--- config.mk ---
export PLATFORM = sky130hd
export DESIGN_NAME = clk_wake_div
export DESIGN_NICKNAME = d
export VERILOG_FILES = /design/src/rtl/cwd_pkg.sv /design/src/rtl/cwd_settle_fsm.sv /design/src/rtl/cwd_divider.sv /design/src/rtl/clk_wake_div.sv
export SDC_FILE = /design/constraint.sdc
export NUM_CORES = 1
export LEC_CHECK = 0
export ABC_AREA = 1
export BUFFER_PORTS_ARGS = -buffer_cell sky130_fd_sc_hd__buf_2
export CORE_AREA = 3 3 80 82
export CTS_BUF_LIST = sky130_fd_sc_hd__clkbuf_4 sky130_fd_sc_hd__clkbuf_8 sky130_fd_sc_hd__clkbuf_16
export DETAILED_ROUTE_END_ITERATION = 6
export DIE_AREA = 0 0 83 85
export PLACE_DENSITY = 0.63
export SYNTH_ARGS = -nofsm -noshare
export SYNTH_HDL_FRONTEND = slang
export SYNTH_SLANG_ARGS = --single-unit
--- constraint.sdc ---
create_clock -name osc_clk -period 2.5 [get_ports osc_clk]
set_input_delay 0.625 -clock osc_clk [delete_from_list [all_inputs] [get_ports osc_clk]]
set_output_delay 0.625 -clock osc_clk [all_outputs]
set_load 0.01 [all_outputs]
--- src/rtl/cwd_pkg.sv ---
package cwd_pkg;

    typedef enum logic [1:0] {
        SW_LOAD,
        SW_CYCLES,
        SW_MICRO,
        SW_READY
    } settle_state_t;

    typedef enum logic [1:0] {
        SRC_CRYSTAL,
        SRC_RC,
        SRC_DIRECT
    } src_kind_t;

    // 000/001/010 crystal, 011 RC, everything else counted as direct clock
    function automatic src_kind_t decode_src(input logic [2:0] code);
        src_kind_t kind;
        case (code)
            3'b000, 3'b001, 3'b010: kind = SRC_CRYSTAL;
            3'b011:                 kind = SRC_RC;
            default:                kind = SRC_DIRECT;
        endcase
        return kind;
    endfunction

endpackage

--- src/rtl/cwd_settle_fsm.sv ---
module cwd_settle_fsm
    import cwd_pkg::*;
#(
    parameter int XTAL_CYC   = 1024,
    parameter int XTAL_US    = 100,
    parameter int RC_US      = 300,
    parameter int DIRECT_CYC = 32
) (
    input  logic       clk,
    input  logic       rst_n,
    input  logic       wake,
    input  logic [2:0] src_sel,
    input  logic       tick,
    output logic       ready
);
    localparam int MAX_A = (XTAL_CYC > DIRECT_CYC) ? XTAL_CYC : DIRECT_CYC;
    localparam int MAX_B = (XTAL_US > RC_US) ? XTAL_US : RC_US;
    localparam int MAXV  = (MAX_A > MAX_B) ? MAX_A : MAX_B;
    localparam int CNT_W = $clog2(MAXV + 1);

    settle_state_t state, nxt;
    src_kind_t     kind;
    logic [CNT_W-1:0] cnt;
    logic [CNT_W-1:0] cyc_last;
    logic [CNT_W-1:0] us_last;

    always_comb begin
        cyc_last = (kind == SRC_CRYSTAL) ? CNT_W'(XTAL_CYC - 1) : CNT_W'(DIRECT_CYC - 1);
        us_last  = (kind == SRC_CRYSTAL) ? CNT_W'(XTAL_US - 1)  : CNT_W'(RC_US - 1);
    end

    // next-state logic
    always_comb begin
        nxt = state;
        unique case (state)
            SW_LOAD:   nxt = (decode_src(src_sel) == SRC_RC) ? SW_MICRO : SW_CYCLES;
            SW_CYCLES: if (cnt == cyc_last)
                           nxt = (kind == SRC_CRYSTAL) ? SW_MICRO : SW_READY;
            SW_MICRO:  if (tick && cnt == us_last) nxt = SW_READY;
            SW_READY:  nxt = SW_READY;
        endcase
        if (wake) nxt = SW_LOAD;
    end

    // state register
    always_ff @(posedge clk or negedge rst_n) begin
        if (!rst_n) state <= SW_LOAD;
        else        state <= nxt;
    end

    // counter and latched source kind
    always_ff @(posedge clk or negedge rst_n) begin
        if (!rst_n) begin
            cnt  <= '0;
            kind <= SRC_DIRECT;
        end else if (wake) begin
            cnt <= '0;
        end else begin
            unique case (state)
                SW_LOAD: begin
                    cnt  <= '0;
                    kind <= decode_src(src_sel);
                end
                SW_CYCLES: cnt <= (cnt == cyc_last) ? '0 : cnt + 1'b1;
                SW_MICRO:  if (tick) cnt <= cnt + 1'b1;
                SW_READY:  cnt <= '0;
            endcase
        end
    end

    // output process
    always_comb begin
        ready = (state == SW_READY);
    end

endmodule

--- src/rtl/cwd_divider.sv ---
module cwd_divider #(
    parameter int DIV_W = 8
) (
    input  logic             clk,
    input  logic             rst_n,
    input  logic             run,
    input  logic [DIV_W-1:0] div_value,
    output logic             en,
    output logic [DIV_W-1:0] active_div
);
    localparam int PER_W = DIV_W + 1;

    logic [PER_W-1:0] cnt;
    logic [DIV_W-1:0] cur_n;
    logic [PER_W-1:0] last;
    logic             boundary;

    always_comb begin
        last     = {cur_n, 1'b0} - PER_W'(1);
        boundary = (cur_n == '0) || (cnt == last);
    end

    always_ff @(posedge clk or negedge rst_n) begin
        if (!rst_n) begin
            cnt   <= '0;
            cur_n <= '0;
        end else if (!run || boundary) begin
            cnt   <= '0;
            cur_n <= div_value;
        end else begin
            cnt <= cnt + 1'b1;
        end
    end

    always_comb begin
        en         = run && boundary;
        active_div = cur_n;
    end

endmodule

--- src/rtl/clk_wake_div.sv ---
module clk_wake_div #(
    parameter int XTAL_CYC   = 1024,
    parameter int XTAL_US    = 100,
    parameter int RC_US      = 300,
    parameter int DIRECT_CYC = 32,
    parameter int DIV_W      = 8
) (
    input  logic             osc_clk,
    input  logic             rst_n,
    input  logic             wake_req,
    input  logic [2:0]       src_sel,
    input  logic             us_tick,
    input  logic             div_we,
    input  logic [DIV_W-1:0] div_wdata,
    input  logic             lp_we,
    input  logic             lp_wdata,
    output logic             clk_ready,
    output logic             core_en,
    output logic             low_power
);
    logic [DIV_W-1:0] div_reg;
    logic [DIV_W-1:0] active_div;
    logic             lp_q;

    always_ff @(posedge osc_clk or negedge rst_n) begin
        if (!rst_n) begin
            div_reg <= '0;
            lp_q    <= 1'b0;
        end else begin
            if (div_we) div_reg <= div_wdata;
            if (lp_we)  lp_q    <= lp_wdata;
        end
    end

    cwd_settle_fsm #(
        .XTAL_CYC  (XTAL_CYC),
        .XTAL_US   (XTAL_US),
        .RC_US     (RC_US),
        .DIRECT_CYC(DIRECT_CYC)
    ) u_settle (
        .clk    (osc_clk),
        .rst_n  (rst_n),
        .wake   (wake_req),
        .src_sel(src_sel),
        .tick   (us_tick),
        .ready  (clk_ready)
    );

    cwd_divider #(
        .DIV_W(DIV_W)
    ) u_div (
        .clk       (osc_clk),
        .rst_n     (rst_n),
        .run       (clk_ready),
        .div_value (div_reg),
        .en        (core_en),
        .active_div(active_div)
    );

    assign low_power = lp_q;

endmodule

==> qor.yml, run 1 <==
drc: 0
synth-seq-cells: 41
design_area_um2: 2709
worstPathArrival_ns: 1.76
leakage_nw: 1.237
grt_pass1_vias: 1918
htreeDepth: 2
ys_seq_area_share_pct: 44.77
die_w_um: 83
async_flop_share_pct: 100.0
synth_flop_cell: "dfrtp_1"
syn_avg_cell_area_um2: 8.137
dieArea_um2: 7055
viasPerCell: 4.890
place_congestion: 0.8441
clock_skew_ns: 0.01198
grt_max_degree: 29
antenna_found_initial: 0
fin_crit_ns: 2.382
hold_viol_final: 0
num_vias: 1917
drtAntennaViolNets: 0
slew_violations: 0
syn_inst: 282
swShare_pct: 29.30
wl_per_cell_um: 12.08
nets: 338
drt_iter0_markers: 132
setup_viol: 0
grtUsageTotal_pct: 14.38
maxCapViolCount: 0
root_buffer: "clkbuf_8"
worst-path-max-fanout: 3
grt_overflow: 0
cp-end-kind: "output pin"
cts.sinks: 41
syn_area_um2: 2295
synth_warnings: 0
p_int_mw: 1.201
clockPowerShare_pct: 33.7
fin_setup_tns_ns: 0
reg_top3: "u_settle.cnt: 11 flops, u_div.cnt: 9 flops"
port_buffers: 20
synth.distinct_cells: 28
hpwlAfterDp_um: 3503
clk_pin_slew_ns: 0.09
status: "finished, final reports clean"
critPathKind: "reg2out"
top_register: "u_settle.cnt"
comb_power_share_pct: 20.4
peakVddDrop_uv: 340.2
largest_reg_flops: 11
start_util_pct: 39.46
drive_above_1_share_pct: 23.34
seqPwrFrac_pct: 45.9
routed_wirelength_um: 4734
cts-buffers-inserted: 5
synthesis.nets: 304
placement.cell_area_um2: 2500
clk_latency_ns: 0.30
hold_class: "in2async"
num_rows: 28
cts_tree: "yes"
power_density_nw_per_um2: 627.0
die_y_um: 85
worstPathRequired_ns: 1.88
area_growth_pct: 18.05
startpoint_type: "flip-flop"
p_switching_mw: 0.4976
rsz0062_at_grt: "false"
cts_max_path_buffers: 2
worst-slew-pin-transition_ns: 0.5988
max-slew-margin-rel_pct: 60.08
drt_first_pass_iters: 4
io_pins: 21
synth-edff-count: 0
finalCritPeriodShare_pct: 95.29
core_region_area_um2: 5816
diodes: 0
grt_pass1_wl_um: 8335
fmax_mhz: 419.8
[final timing paths]
check | startpoint | to | slack [ns] | depth (start not counted)
worst min-delay path | rst_n | div_reg[1]$_DFFE_PN0P_ | 0.32 | 1
worst max-delay path | u_div.active_div[1]$_DFFE_PN0P_ | core_en | 0.12 | 9
min in group osc_clk | div_reg[7]$_DFFE_PN0P_ | u_div.active_div[7]$_DFFE_PN0P_ | 0.47 | 2
max in group asynchronous | rst_n | u_settle.kind[1]$_DFFE_PN1P_ | 1.54 | 2
worst max register to register | u_settle.cnt[0]$_DFFE_PN0P_ | u_settle.cnt[7]$_DFFE_PN0P_ | 0.59 | 8
worst min register to register | div_reg[7]$_DFFE_PN0P_ | u_div.active_div[7]$_DFFE_PN0P_ | 0.47 | 2
[Yosys cell counts (2+ instances only)]
cell type	count	area share, %
nor2_2	3	0.82
o22ai_1	7	1.9
nand4_1	15	4.1
xnor2_1	4	1.5
dfrtp_1	40	44
mux2_2	9	4.4
o21ai_0	12	2.6
nand2_1	81	13
nand2_2	3	0.82
nor3_1	4	0.87
nand3_1	13	2.8
xor2_1	10	3.8
nand3_4	2	1.5
inv_1	34	5.6
nor2_1	27	4.4
ha_1	4	2.2
a21oi_1	3	0.65
[layer usage]
metal  global-route usage, %  wire [µm]  vias to the layer above
li1                        -          -                      974
met1                   18.65       2213                      908
met2                   23.25       2312                       24
met3                   2.816        124                       11
met4                   6.686         84                        0
met5                       0          0                        -
[kinds of logic after synthesis]
family	after synthesis	synth area share [%]
flip-flops	41	44.77
multiplexers	9	4.417
AO/OA/AOI/OAI	24	5.725
buffers and inverters	37	6.542
XOR/XNOR	15	6.052
adder cells (fa/ha/maj)	4	2.181
AND/OR/NAND/NOR	152	30.32
[worst max-delay path, stage by stage (launching register included)]
cell     delay (ns)
dfrtp_1        0.39
buf_4          0.14
nor2_2         0.14
nand2_2        0.09
o21ai_2        0.11
nand2_1        0.10
nor2_4         0.14
nand3_4        0.08
a21oi_2        0.13
buf_2          0.14
[power groups by stage]
stage               combinational, mW  sequential, mW  clock [mW]
floorplan                       0.232           0.774           0
detailed placement              0.309           0.788           0
global placement                0.302           0.786           0
global route                    0.399           0.789       0.620
CTS                             0.315           0.774       0.585
finish                          0.346           0.779       0.573
[per-stage QoR]
stage | utilization, % | worst slack (ns) | cells | total power, mW | hold WS [ns]
4_1_cts | 45.18 | 0.001273 | 388 | 1.674 | 0.3562
3_5_place_dp | 42.99 | 0.2634 | 379 | 1.097 | 0.4620
6_report | 46.58 | 0.1178 | 392 | 1.698 | 0.3182
3_3_place_gp | 42.99 | 0.3014 | 379 | 1.087 | 0.4560
5_1_grt | 46.58 | 0.008266 | 392 | 1.807 | 0.3678
2_1_floorplan | - | 0.3381 | 282 | 1.007 | 0.3294
[cell type report]
type | instances | area, µm²
clock inverters | 1 | 30.03
flip-flops and latches | 41 | 1031
fillers | 593 | 3107
well taps | 75 | 93.84
clock buffers | 7 | 90.09
repair buffers | 29 | 167.7
inverters | 35 | 131.4
multi-input cells | 204 | 1165
[what timing repair did]
item / in CTS / in global routing
setup buffers: 1 / 4
hold buffers: 0 / 0
endpoints found under the setup margin: 1 / 1
resized for setup: 1 / 15
pin swaps: 0 / 10
[cells in the final DEF (no fill, tap or decap), types with 4 or more instances in the layout]
| cell | count |
|---|---|
| nand2_1 | 80 |
| o21ai_0 | 12 |
| nand3_1 | 13 |
| clkbuf_8 | 6 |
| inv_1 | 32 |
| nand4_1 | 15 |
| nand2_2 | 4 |
| buf_2 | 20 |
| nor2_1 | 24 |
| o22ai_1 | 7 |
| dfrtp_1 | 37 |
| mux2_2 | 9 |
| xor2_1 | 9 |
| xnor2_1 | 4 |
| buf_4 | 9 |
| nor3_1 | 4 |
| nor2_2 | 4 |
(Power assumes the default switching activity.)
==> run 2: changes to the inputs <==
- CORE_AREA: 3 3 80 82 -> 3 3 71 73
- DIE_AREA: 0 0 83 85 -> 0 0 74 76
- PLACE_DENSITY: 0.63 -> 0.75
==> run 2 against run 1 <==
Against the previous run:
- routed wire length decreased by 0.36%
- power decreased by 2.6%
- core utilization increased by 14 points
- fmax decreased by 2.1%
- clock skew increased by 0.00096 ns
- non-clock buffer count increased by 2
- largest power group unchanged
==> qor.yml, run 2 (synthesis gave the netlist of run 1 again) <==
grt_pass1_vias: 1871  # -2.5%
cp-end-kind: "output pin"
clock_skew_ns: 0.01293  # +0.0009561 ns
fin_setup_tns_ns: 0  # unchanged
crit_family: "simple AND/OR/NAND/NOR gates"
layout_common_cells: "nand2_1, dfrtp_1, inv_1, nor2_1, buf_2"
grt_max_degree: 30  # +3.4%
hold_buffers: 0  # unchanged
worstPathArrival_ns: 1.81  # +0.05 ns
slew_violations: 0  # unchanged
num_vias: 1941  # +1.3%
drc: 0  # unchanged
path_buf_inv: 3  # +1
hpwlAfterDp_um: 3403  # -2.9%
area_growth_pct: 16.19
finalCritPeriodShare_pct: 97.37  # +2.1 points
grtUsageTotal_pct: 17.97  # +3.6 points
io_pins: 21  # unchanged
place_congestion: 0.8918  # +5.7%
wl_per_cell_um: 12.71  # +5.3%
dp_cells: 355  # -6.3%
worst-path-max-fanout: 4  # +1
crit_slowest_cell: "dfrtp_1"
largest_reg_flops: 11  # unchanged
viasPerCell: 5.232  # +7.0%
routed_wirelength_um: 4717  # -0.36%
power_density_nw_per_um2: 620.2  # -1.1%
port_buffers: 20  # unchanged
fmax_mhz: 410.8  # -2.1%
dieArea_um2: 5624  # -20%
seqPwrFrac_pct: 47.0  # +1.1 points
maxCapViolCount: 0  # unchanged
grt_pass1_wl_um: 8155  # -2.2%
hold_slack_ns: 0.3540  # +0.03579 ns
worstPathRequired_ns: 1.88  # about the same
max-slew-margin-rel_pct: 57.39  # -2.7 points
root_buffer: "clkbuf_8"
start_util_pct: 51.98  # +13 points
fin_ws_ns: 0.06584  # -0.05200 ns
critPathKind: "reg2out"
p_int_mw: 1.171  # -2.5%
die_w_um: 74  # -11%
cts_tree: "yes"
htreeDepth: 2  # unchanged
nets: 340  # +0.59%
setup_viol: 0  # unchanged
core_region_area_um2: 4414  # -24%
hold_viol_final: 0  # unchanged
cts_max_path_buffers: 2  # unchanged
peakVddDrop_uv: 410.2  # +21%
hold_class: "in2async"
fin_cells: 371  # -5.4%
drtAntennaViolNets: 0  # unchanged
drt_first_pass_iters: 5  # +1
startpoint_type: "flip-flop"
cts.sinks: 41  # unchanged
worst-slew-pin-transition_ns: 0.6392  # +0.04040 ns
swShare_pct: 29.17  # -0.13 points
antenna_found_initial: 0  # unchanged
dp_slack_ns: 0.2580  # -0.005412 ns
clk_pin_slew_ns: 0.09  # about the same
clockPowerShare_pct: 32.0  # -1.7 points
cts-buffers-inserted: 5  # unchanged
layout_commonest_cell: "nand2_1"
die_y_um: 76  # -11%
crit_top_cell: "nand2_1"
fin_crit_ns: 2.434  # +0.05200 ns
drt_iter0_markers: 121  # -8.3%
clk_latency_ns: 0.29  # about the same
diodes: 0  # unchanged
rsz0062_at_grt: "true"
comb_power_share_pct: 21.0  # +0.6 points
leakage_nw: 1.248  # +0.87%
grt_overflow: 0  # unchanged
total_power_mw: 1.654  # -2.6%
cpPeakStageDelay_ns: 0.40  # about the same
reg_top3: "u_settle.cnt: 11 flops, u_div.cnt: 9 flops"
top_register: "u_settle.cnt"
p_switching_mw: 0.4823  # -3.1%
path_cells: "inv_2 -> ha_4 -> inv_1 -> nand2_1 -> nand3_1 -> nand2_1 -> nand2_2 -> nor2_2 -> nand3_4 -> a21oi_2 -> buf_2"
status: "finished, final reports clean"
drive_above_1_share_pct: 21.94  # -1.4 points
num_rows: 24  # -14%
==> run 2: changes by cell type in the layout (fill, tap and decap cells not counted), moves of 2 or more <==
cell / change
dfrtp_1: +3
dfrtp_2: -3
nor2_1: +2
nor2_4: -2
buf_4: +2
==> run 2: power by group through the flow <==
stage / Clock [mW] / Sequential, mW / Combinational, mW
detailed placement: 0 / 0.788 / 0.305
global placement: 0 / 0.786 / 0.297
CTS: 0.539 / 0.774 / 0.312
floorplan: 0 / 0.774 / 0.232
finish: 0.530 / 0.777 / 0.347
global route: 0.571 / 0.784 / 0.400
==> run 2: area by class of cell <==
type / instances / area [µm²]
inverter: 35 / 131.4
clock inverter: 2 / 35.03
multi-input combinational: 204 / 1149
timing repair buffer: 31 / 182.7
clock buffer: 6 / 76.32
tap: 52 / 65.06
sequential: 41 / 1027
fill: 374 / 1748
==> run 2: worst paths after layout <==
kind,end,cells after the start,startpoint,slack (ns)
setup / recovery,core_en,11,u_div.active_div[0]$_DFFE_PN0P_,0.07
hold / removal,u_div.cnt[7]$_DFF_PN0_,1,rst_n,0.35
setup reg to reg,u_settle.cnt[0]$_DFFE_PN0P_,8,u_settle.cnt[0]$_DFFE_PN0P_,0.60
hold reg to reg,u_div.active_div[5]$_DFFE_PN0P_,2,div_reg[5]$_DFFE_PN0P_,0.48
max in group asynchronous,u_settle.cnt[5]$_DFFE_PN0P_,2,rst_n,1.58
min in group osc_clk,u_div.active_div[5]$_DFFE_PN0P_,2,div_reg[5]$_DFFE_PN0P_,0.48
==> run 2: repair_timing <==
item	in CTS	in global routing
pin swaps	0	5
gates cloned	0	0
setup endpoints to repair	1	1
resized for setup	0	8
setup buffers	1	7
==> run 2: per-layer routing <==
layer  share of wire (%)  vias to the layer above  routed length (µm)  global-route usage (%)
li1                    -                      982                   -                       -
met1                  45                      911                2121                   24.17
met2                  51                       44                2392                   29.43
met3                 3.7                        4                 174                   3.562
met4                0.59                        0                  28                   4.348
met5                   0                        -                   0                       0
==> run 2: per-stage QoR <==
stage	utilization, %	instance area, µm²
final	60.40	2666
after global routing	60.40	2666
after CTS	58.50	2582
after detailed placement	55.81	2464
after global placement	55.81	2464
after floorplan	-	2295
